## config.mk

```make
export PLATFORM = sky130hd
export DESIGN_NAME = eeprot_guard
export DESIGN_NICKNAME = d
export VERILOG_FILES = /design/src/rtl/eeprot_pkg.sv /design/src/rtl/eeprot_datapath.sv /design/src/rtl/eeprot_control.sv /design/src/rtl/eeprot_guard.sv
export SDC_FILE = /design/constraint.sdc
export NUM_CORES = 1
export LEC_CHECK = 0
export BUFFER_PORTS_ARGS = -buffer_cell sky130_fd_sc_hd__buf_2
export CORE_ASPECT_RATIO = 1.25
export CORE_MARGIN = 3
export CORE_UTILIZATION = 25
export CTS_CLUSTER_SIZE = 40
export DETAILED_ROUTE_END_ITERATION = 8
export SETUP_SLACK_MARGIN = 0.1
export SYNTH_ARGS = -nofsm -noshare
export SYNTH_HDL_FRONTEND = slang
export SYNTH_SLANG_ARGS = --single-unit
```

## constraint.sdc

```tcl
create_clock -name clk -period 2.4 [get_ports clk]
set_clock_uncertainty 0.2 [all_clocks]
set_input_delay 0.12 -clock clk [delete_from_list [all_inputs] [get_ports clk]]
set_output_delay 0.12 -clock clk [all_outputs]
set_load 0.01 [all_outputs]
```

## src/rtl/eeprot_pkg.sv

```systemverilog
package eeprot_pkg;

  localparam logic [15:0] CMD_ADDR  = 16'h5555;
  localparam logic [15:0] ALT_ADDR0 = 16'h2AAA;
  localparam logic [15:0] ALT_ADDR1 = 16'hAAAA;
  localparam logic [7:0]  CODE_OPEN  = 8'hAA;
  localparam logic [7:0]  CODE_KEY   = 8'h55;
  localparam logic [7:0]  CODE_LOCK  = 8'hA0;
  localparam logic [7:0]  CODE_EXT   = 8'h80;
  localparam logic [7:0]  CODE_FREE  = 8'h20;

  // Strobes issued by the control to the datapath.
  typedef struct packed {
    logic fwd;
    logic setProt;
    logic clrProt;
  } ctrlStrb_t;

  // Decoded properties of the current write.
  typedef struct packed {
    logic cmdAddr;
    logic altAddr;
    logic isOpen;
    logic isKey;
    logic isLock;
    logic isExt;
    logic isFree;
  } matchFlags_t;

  typedef enum logic [2:0] {
    ST_IDLE  = 3'd0,
    ST_G1    = 3'd1,
    ST_G2    = 3'd2,
    ST_G3    = 3'd3,
    ST_G4    = 3'd4,
    ST_G5    = 3'd5,
    ST_ARMED = 3'd6
  } seqState_t;

endpackage

```

## src/rtl/eeprot_datapath.sv

```systemverilog
module eeprot_datapath
  import eeprot_pkg::*;
#(
  parameter int ADDR_W = 16,
  parameter int DATA_W = 8
) (
  input  logic              clk,
  input  logic              rstN,
  input  logic              wrValid,
  input  logic [ADDR_W-1:0] wrAddr,
  input  logic [DATA_W-1:0] wrData,
  input  ctrlStrb_t         strb,
  output matchFlags_t       match,
  output logic              fwdValid,
  output logic [ADDR_W-1:0] fwdAddr,
  output logic [DATA_W-1:0] fwdData,
  output logic              protOn
);

  localparam logic [ADDR_W-1:0] CMD_A = ADDR_W'(CMD_ADDR);
  localparam logic [ADDR_W-1:0] ALT_A = ADDR_W'(ALT_ADDR0);
  localparam logic [ADDR_W-1:0] ALT_B = ADDR_W'(ALT_ADDR1);

  always_comb begin
    match.cmdAddr = (wrAddr == CMD_A);
    match.altAddr = (wrAddr == ALT_A) || (wrAddr == ALT_B);
    match.isOpen  = (wrData == DATA_W'(CODE_OPEN));
    match.isKey   = (wrData == DATA_W'(CODE_KEY));
    match.isLock  = (wrData == DATA_W'(CODE_LOCK));
    match.isExt   = (wrData == DATA_W'(CODE_EXT));
    match.isFree  = (wrData == DATA_W'(CODE_FREE));
  end

  always_ff @(posedge clk) begin
    if (!rstN) begin
      fwdValid <= 1'b0;
      fwdAddr  <= '0;
      fwdData  <= '0;
      protOn   <= 1'b0;
    end else begin
      fwdValid <= strb.fwd;
      if (strb.fwd) begin
        fwdAddr <= wrAddr;
        fwdData <= wrData;
      end
      if (strb.setProt)      protOn <= 1'b1;
      else if (strb.clrProt) protOn <= 1'b0;
    end
  end

  AST_STRB_EXCL: assert property (@(posedge clk) disable iff (!rstN)
    $onehot0({strb.fwd, strb.setProt, strb.clrProt}));
  AST_CLR_DROPS: assert property (@(posedge clk) disable iff (!rstN)
    strb.clrProt |=> (!protOn && !fwdValid));
  AST_SET_PROT: assert property (@(posedge clk) disable iff (!rstN)
    strb.setProt |=> (protOn && !fwdValid));
  AST_FWD_NEEDS_WR: assert property (@(posedge clk) disable iff (!rstN)
    strb.fwd |-> wrValid);

endmodule

```

## src/rtl/eeprot_control.sv

```systemverilog
module eeprot_control
  import eeprot_pkg::*;
(
  input  logic        clk,
  input  logic        rstN,
  input  logic        wrValid,
  input  matchFlags_t match,
  input  logic        protOn,
  output ctrlStrb_t   strb,
  output logic        seqBusy
);

  seqState_t state, nextState;

  always_comb begin
    nextState = state;
    strb      = '0;
    if (wrValid) begin
      unique case (state)
        ST_IDLE: begin
          if (match.cmdAddr && match.isOpen) nextState = ST_G1;
          else strb.fwd = !protOn;
        end
        ST_G1, ST_G4: begin
          if (match.altAddr && match.isKey) begin
            nextState = (state == ST_G1) ? ST_G2 : ST_G5;
          end else begin
            nextState = ST_IDLE;
            strb.fwd  = !protOn;
          end
        end
        ST_G2: begin
          if (match.cmdAddr && match.isLock) begin
            nextState    = ST_ARMED;
            strb.setProt = 1'b1;
          end else if (match.cmdAddr && match.isExt) begin
            nextState = ST_G3;
          end else begin
            nextState = ST_IDLE;
            strb.fwd  = !protOn;
          end
        end
        ST_G3: begin
          if (match.cmdAddr && match.isOpen) nextState = ST_G4;
          else begin
            nextState = ST_IDLE;
            strb.fwd  = !protOn;
          end
        end
        ST_G5: begin
          nextState = ST_IDLE;
          if (match.cmdAddr && match.isFree) strb.clrProt = 1'b1;
          else strb.fwd = !protOn;
        end
        ST_ARMED: begin
          nextState = ST_IDLE;
          strb.fwd  = 1'b1;
        end
        default: nextState = ST_IDLE;
      endcase
    end
  end

  always_ff @(posedge clk) begin
    if (!rstN) state <= ST_IDLE;
    else       state <= nextState;
  end

  assign seqBusy = (state != ST_IDLE) && (state != ST_ARMED);

  AST_ARMED_PASS: assert property (@(posedge clk) disable iff (!rstN)
    (state == ST_ARMED && wrValid) |-> strb.fwd);
  AST_PROT_BLOCK: assert property (@(posedge clk) disable iff (!rstN)
    (protOn && state != ST_ARMED && wrValid) |-> !strb.fwd);
  AST_IDLE_HOLD: assert property (@(posedge clk) disable iff (!rstN)
    !wrValid |=> $stable(state));
  AST_BUSY_SWALLOW: assert property (@(posedge clk) disable iff (!rstN)
    (wrValid && nextState != ST_IDLE && nextState != ST_ARMED) |-> !strb.fwd);

endmodule

```

## src/rtl/eeprot_guard.sv

```systemverilog
module eeprot_guard
  import eeprot_pkg::*;
#(
  parameter int ADDR_W = 16,
  parameter int DATA_W = 8
) (
  input  logic              clk,
  input  logic              rstN,
  input  logic              wrValid,
  input  logic [ADDR_W-1:0] wrAddr,
  input  logic [DATA_W-1:0] wrData,
  output logic              fwdValid,
  output logic [ADDR_W-1:0] fwdAddr,
  output logic [DATA_W-1:0] fwdData,
  output logic              protOn,
  output logic              seqBusy
);

  ctrlStrb_t   strb;
  matchFlags_t match;

  eeprot_datapath #(.ADDR_W(ADDR_W), .DATA_W(DATA_W)) u_dp (
    .clk(clk), .rstN(rstN), .wrValid(wrValid), .wrAddr(wrAddr), .wrData(wrData),
    .strb(strb), .match(match), .fwdValid(fwdValid), .fwdAddr(fwdAddr),
    .fwdData(fwdData), .protOn(protOn)
  );

  eeprot_control u_ctl (
    .clk(clk), .rstN(rstN), .wrValid(wrValid), .match(match),
    .protOn(protOn), .strb(strb), .seqBusy(seqBusy)
  );

endmodule

```

==> flow_summary.json, run 1 <==
{
  "status": "complete, no violations",
  "slew_viol_final": 0,
  "power.internal_mw": 0.829,
  "syn-num-nets": 208,
  "netSwitchingFraction_pct": 25.9,
  "viasPerCell": 4.60,
  "max-clock-path-buffers": 2,
  "path_clk_slew_ns": 0.06,
  "vias": 1604,
  "drive_above_1_share_pct": 31.5,
  "finalPower_mw": 1.12,
  "globalplace.congestion": 0.846,
  "grt_busiest_layer": "met2",
  "cts_made_buffers": 5,
  "slew_headroom_pct": 67.1,
  "area_delta_synth_final_pct": 53.5,
  "min_to": "u_dp.fwdAddr[15]",
  "final_common_cell": "nand2_1",
  "power_density_nw_per_um2": 469,
  "grt_max_degree": 31,
  "ys_seq_area_share_pct": 37.4,
  "globalRouteMet1Util_pct": 15.1,
  "fp.dieW_um": 76.5,
  "avgSynthCellArea_um2": 8.58,
  "crit_required_ns": 2.40,
  "setup_tns_ns": 0,
  "cts-root-buf": "clkbuf_8",
  "synth_cells": 181,
  "dr.pass1.iters": 4,
  "min_path_cells": 4,
  "pwr-share-clk_pct": 34.2,
  "pwr-share-seq_pct": 46.5,
  "synth_cell_type_count": 45,
  "grt.overflow.total": 0,
  "portBuffers": 53,
  "r2r_cells": 8,
  "setup_violations": 0,
  "yosysTopAreaCell": "dfxtp_1",
  "drt-initial-drc-count": 77,
  "n_antenna_cell": 0,
  "switchingPower_mw": 0.290,
  "dp_hpwl_mm": 3.15,
  "cp_data_arrival_time_ns": 2.28,
  "fp.dieH_um": 94.1,
  "hold_violations": 0,
  "rsz0062_at_grt": "false",
  "crit_start": "wrAddr[14]",
  "ys.warnings.count": 0,
  "period_share_pct": 94.9,
  "coreArea_um2": 5900,
  "synth_edf_count": 0,
  "rrSetupSlack_ns": 0.15,
  "htree_num_levels": 2,
  "nets": 293,
  "cts_sinks": 29,
  "final_area_um2": 2380,
  "startpoint_type": "input pin",
  "critPathCaptureType": "flip-flop",
  "min_period_ns": 2.28,
  "comb_power_share_pct": 19.2,
  "avgRoutedWirePerCell_um": 13.1,
  "synthTopCellsByArea": "dfxtp_1 37%, mux2i_1 15%, nand2_1 13%",
  "ant_nets": 0,
  "antenna_found_initial": 0,
  "ios": 54,
  "worstReg2RegStart": "u_ctl.state[1]",
  "grt_pass1_vias": 1479,
  "ir_worst_vdd_v": 0.000239,
  "synth.cell_area_um2": 1550,
  "clock_latency_ns": 0.28,
  "critPathMaxFanout": 7,
  "hold_path.class": "in -> reg",
  "leakage_nw": 1.09,
  "met2_usage_pct": 20.5,
  "wirelength_mm": 4.59,
  "ys_ff_latch": 29,
  "synth_top_area_share_pct": 37.4,
  "maxCapViolCount": 0,
  "fmax_ghz": 0.439,
  "cts_tree": "built",
  "grt_pass1_wl_mm": 7.10,
  "drcViolationCount": 0,
  "crit_type": "in -> reg",
  "die_area_um2": 7200,
  "grt_usage_pct": 12.4,
  "grt_use_met3_pct": 3.45,
  "final_cell_mix": "53 x nand2_1, 51 x buf_2, 29 x dfxtp_1, 24 x mux2i_1, 22 x dlygate4sd3_1",
  "initial_core_util_pct": 26.3,
  "rows": 31,
  "synth_ff_type": "dfxtp_1",
  "async_reset_ff_share_pct": 0,
  "placed_area_um2": 1910,
  "worst_pin_slew_ns": 0.494,
  "hp-start": "wrAddr[15]",
  "r2r_end": "u_dp.fwdAddr[7]"
}
## area by class of cell
class,instances,area (µm²)
tap,82,103
multi-input combinational,137,923
fill,645,3510
inverter,4,15.0
timing repair buffer,89,682
sequential,29,581
clock buffer,8,80.1
## power by group through the flow
| stage | clock [mW] | sequential [mW] | combinational, mW |
|---|---|---|---|
| after CTS | 0.394 | 0.521 | 0.197 |
| after global routing | 0.414 | 0.524 | 0.236 |
| after detailed placement | 0 | 0.531 | 0.166 |
| after floorplan | 0 | 0.543 | 0.0744 |
| after global placement | 0 | 0.531 | 0.165 |
| final | 0.383 | 0.520 | 0.215 |
## cell usage after synthesis, types with 2 or more instances
cell,number
nand2_1,53
dfxtp_1,29
mux2i_1,24
nor2_1,9
clkbuf_1,4
inv_1,4
nand3_1,4
a21oi_1,3
buf_2,3
nand2b_1,3
nor4bb_1,3
buf_8,2
dlygate4sd1_1,2
nand4bb_1,2
nor2b_1,2
nor3_1,2
o21a_1,2
o21ai_0,2
or3_1,2
## cells by family after synthesis
family / share of synthesized area [%]
buf+inv: 5.96
mux: 15.5
xor+xnor: 0.564
simple gates: 30.3
compound gates: 10.3
flops: 37.4
## layer usage
metal	part of all wire [%]	vias to the layer above
met5	0	-
met2	50	50
met4	1.3	0
met3	6.2	7
li1	-	801
met1	42	746
## worst max-delay path by stage
| stage | to | slack [ns] | cells after the start |
|---|---|---|---|
| final | u_dp.fwdAddr[7] | 0.12 | 9 |
| after global routing | u_dp.fwdAddr[7] | 0.04 | 9 |
| after CTS | u_dp.fwdAddr[9] | 0.14 | 9 |
| after detailed placement | u_dp.fwdAddr[6] | 0.20 | 8 |
| after global placement | u_dp.fwdAddr[8] | 0.22 | 8 |
| after floorplan | u_dp.fwdAddr[10] | 0.25 | 7 |
## metrics by stage
step,utilization [%],instances,setup WS (ns),hold slack (ns)
finish,40.4,349,0.123,0.103
global route,40.4,349,0.0438,0.143
CTS,38.1,344,0.140,0.0991
detailed placement,32.4,311,0.197,0.196
global placement,32.4,311,0.224,0.189
floorplan,-,181,0.251,0.0588
## registers in the layout, indices dropped and copies added, names as in the netlist
register and cells:
u_dp.fwdValid 1, u_dp.protOn 1, u_dp.fwdAddr 16, u_ctl.state 3, u_dp.fwdData 8
## repair_timing
item | in CTS | in global routing
hold endpoints to repair | 25 | 0
setup buffers | 0 | 3
hold buffers | 25 | 0
endpoints found under the setup margin | 0 | 26
resized for setup | 0 | 16
## worst max-delay path: stages
cell and delay, ns:
dlygate4sd3_1 0.52, buf_4 0.13, and4b_2 0.29, a41oi_2 0.11
o221a_2 0.34, a211oi_4 0.27, buf_6 0.16, buf_12 0.12
mux2i_1 0.20
(Power assumes the default switching activity.)
==> inputs of run 2 (changes only) <==
--- a/config.mk
+++ b/config.mk
@@ -5,6 +5,7 @@
 export SDC_FILE = /design/constraint.sdc
 export NUM_CORES = 1
 export LEC_CHECK = 0
+export ABC_AREA = 1
 export BUFFER_PORTS_ARGS = -buffer_cell sky130_fd_sc_hd__buf_2
 export CORE_ASPECT_RATIO = 1.25
 export CORE_MARGIN = 3
==> constraint.sdc (replaced) <==
create_clock -name clk -period 2.3 [get_ports clk]
set_clock_uncertainty 0.2 [all_clocks]
set_input_delay 0.115 -clock clk [delete_from_list [all_inputs] [get_ports clk]]
set_output_delay 0.115 -clock clk [all_outputs]
set_load 0.01 [all_outputs]
==> flow_summary.json, run 2 <==
{
  "status": "complete, no violations",
  "synthTopCellsByArea": "dfxtp_1 33%, nor2_1 12%, nand2_1 12%",
  "clock_latency_ns": 0.28,
  "drt-initial-drc-count": 73,
  "synth_cells": 287,
  "rrSetupSlack_ns": 0.44,
  "cts_made_buffers": 5,
  "largest_reg_flops": 16,
  "die_area_um2": 8140,
  "grt_pass1_wl_mm": 8.02,
  "setup_violations": 0,
  "power_density_nw_per_um2": 537,
  "antenna_found_initial": 0,
  "path_clk_slew_ns": 0.06,
  "min_period_ns": 2.04,
  "dr.pass1.iters": 4,
  "synth_ff_type": "dfxtp_1",
  "synth_common_cells": "58 x nor2_1, 57 x nand2_1, 42 x nand3_1, 29 x dfxtp_1, 28 x inv_1",
  "async_reset_ff_share_pct": 0,
  "worst_pin_slew_ns": 0.449,
  "fp.dieW_um": 81.3,
  "synth_edf_count": 0,
  "reg_top3": "u_dp.fwdAddr x16, u_dp.fwdData x8, u_ctl.state x3",
  "coreArea_um2": 6730,
  "area_delta_synth_final_pct": 28.0,
  "path_cells": "dlygate4sd3_1 > buf_2 > nor2_1 > nand2_1 > nor2_2 > nand3_1 > o211ai_2 > nand4_4 > buf_6 > a21oi_1 > nor2_1",
  "critPathMaxFanout": 25,
  "n_antenna_cell": 0,
  "cts_sinks": 29,
  "fin_ws_ns": 0.258,
  "avgRoutedWirePerCell_um": 11.3,
  "drcViolationCount": 0,
  "fmax_ghz": 0.490,
  "htree_num_levels": 2,
  "fill_cells": 750,
  "finalPower_mw": 1.22,
  "regMostFlops": "u_dp.fwdAddr",
  "final_area_um2": 2270,
  "grt_max_degree": 38,
  "period_share_pct": 88.8,
  "synth_most_common_cell": "nor2_1",
  "crit_required_ns": 2.27,
  "ys.warnings.count": 0,
  "ys_seq_area_share_pct": 32.8,
  "slew_viol_final": 0,
  "multi_input_area_um2": 993,
  "cts-root-buf": "clkbuf_8",
  "cp_data_arrival_time_ns": 2.01,
  "cp_slowest_cell": "dlygate4sd3_1",
  "startpoint_type": "input pin",
  "hold_violations": 0,
  "leakage_nw": 1.09,
  "globalplace.congestion": 0.823,
  "drive_above_1_share_pct": 25.7,
  "post-place-ws_ns": 0.373,
  "grt_pass1_vias": 1865,
  "cts_tree": "built",
  "initial_core_util_pct": 26.3,
  "slew_headroom_pct": 70.1,
  "dp_hpwl_mm": 3.77,
  "ys_ff_latch": 29,
  "worstReg2RegStart": "u_ctl.state[1]",
  "cp_common_cell": "nor2_1",
  "portBuffers": 53,
  "ir_worst_vdd_v": 0.000222,
  "yosysTopAreaCell": "dfxtp_1",
  "hp-start": "wrAddr[9]",
  "avgSynthCellArea_um2": 6.17,
  "final_cell_mix": "57 x nand2_1, 57 x nor2_1, 53 x buf_2, 42 x nand3_1, 29 x dfxtp_1",
  "synth_cell_type_count": 22,
  "placed_area_um2": 2100,
  "min_to": "u_dp.fwdAddr[9]",
  "syn-num-nets": 314,
  "ios": 54,
  "min_path_cells": 5,
  "critPathCaptureType": "flip-flop",
  "setup_tns_ns": 0,
  "crit_type": "in -> reg",
  "maxCapViolCount": 0,
  "grt.overflow.total": 0,
  "r2r_end": "u_dp.fwdAddr[0]",
  "wirelength_mm": 4.87,
  "viasPerCell": 4.50,
  "critPathMaxStageDelay_ns": 0.54,
  "grt_usage_pct": 12.5,
  "rsz0062_at_grt": "false",
  "vias": 1936,
  "max-clock-path-buffers": 2,
  "hold_path.class": "in -> reg",
  "fp.dieH_um": 100,
  "ant_nets": 0,
  "seq_area_um2": 581,
  "r2r_cells": 10,
  "synth_top_area_share_pct": 32.8,
  "synth.cell_area_um2": 1770,
  "rows": 33,
  "nets": 369
}
==> run 2: timing repair <==
action / 4_1_cts / 5_1_grt
hold endpoints to repair: 6 / 0
hold buffers: 6 / 0
gates resized for setup: 0 / 3
setup buffers: 0 / 0
setup endpoints to repair: 0 / 21
==> run 2: per-layer routing <==
| layer | GRT usage [%] | wire, µm | share of wire [%] | vias to the layer above |
|---|---|---|---|---|
| li1 | - | - | - | 1025 |
| met1 | 13.7 | 2030 | 42 | 858 |
| met2 | 21.8 | 2430 | 50 | 41 |
| met3 | 3.77 | 309 | 6.3 | 12 |
| met4 | 5.33 | 99 | 2.0 | 0 |
| met5 | 0 | 0 | 0 | - |
==> run 2: cells by family (layout without fill, tap and decap cells) <==
group,Yosys count,count (layout),synth area share [%]
simple gates,179,179,44.7
flops,29,29,32.8
buf+inv,48,104,11.3
compound gates,31,31,11.2
==> run 2: report_power, final <==
part / switching (mW) / total, mW / internal [mW]
registers: 0.0157 / 0.548 / 0.533
clock network: 0.193 / 0.463 / 0.270
logic: 0.120 / 0.206 / 0.0852
==> run 2: worst max-delay path by stage <==
stage	start	endpoint	cells past startpoint
finish	wrAddr[3]	u_dp.fwdAddr[6]	11
global route	wrAddr[8]	u_dp.fwdAddr[4]	15
CTS	wrAddr[3]	u_dp.fwdAddr[7]	11
detailed placement	u_ctl.state[1]	u_dp.fwdAddr[1]	10
global placement	u_ctl.state[1]	u_dp.fwdAddr[0]	10
floorplan	u_ctl.state[1]	u_dp.fwdAddr[0]	10
==> run 2: worst max-delay path: cells and delay by family <==
kind / cells / cell delay [ns]
buffers and inverters: 3 / 0.88
AOI/OAI and AO/OA: 2 / 0.26
and+or+nand+nor: 6 / 0.75
==> run 2: area by class of cell <==
class | instances | share of cell area, %
multi-input combinational | 210 | 43.8
clock buffer | 7 | 4.25
timing repair buffer | 62 | 15.7
clock inverter | 1 | 0.221
sequential | 29 | 25.6
inverter | 34 | 5.63
tap | 87 | 4.80
==> run 2: per-stage QoR <==
step                hold WS [ns]  cells  utilization [%]
finish                  0.000508    430             33.7
CTS                     0.000202    430             33.5
global route              0.0367    430             33.7
detailed placement         0.265    416             31.1
floorplan                  0.131    287                -
global placement           0.262    416             31.1
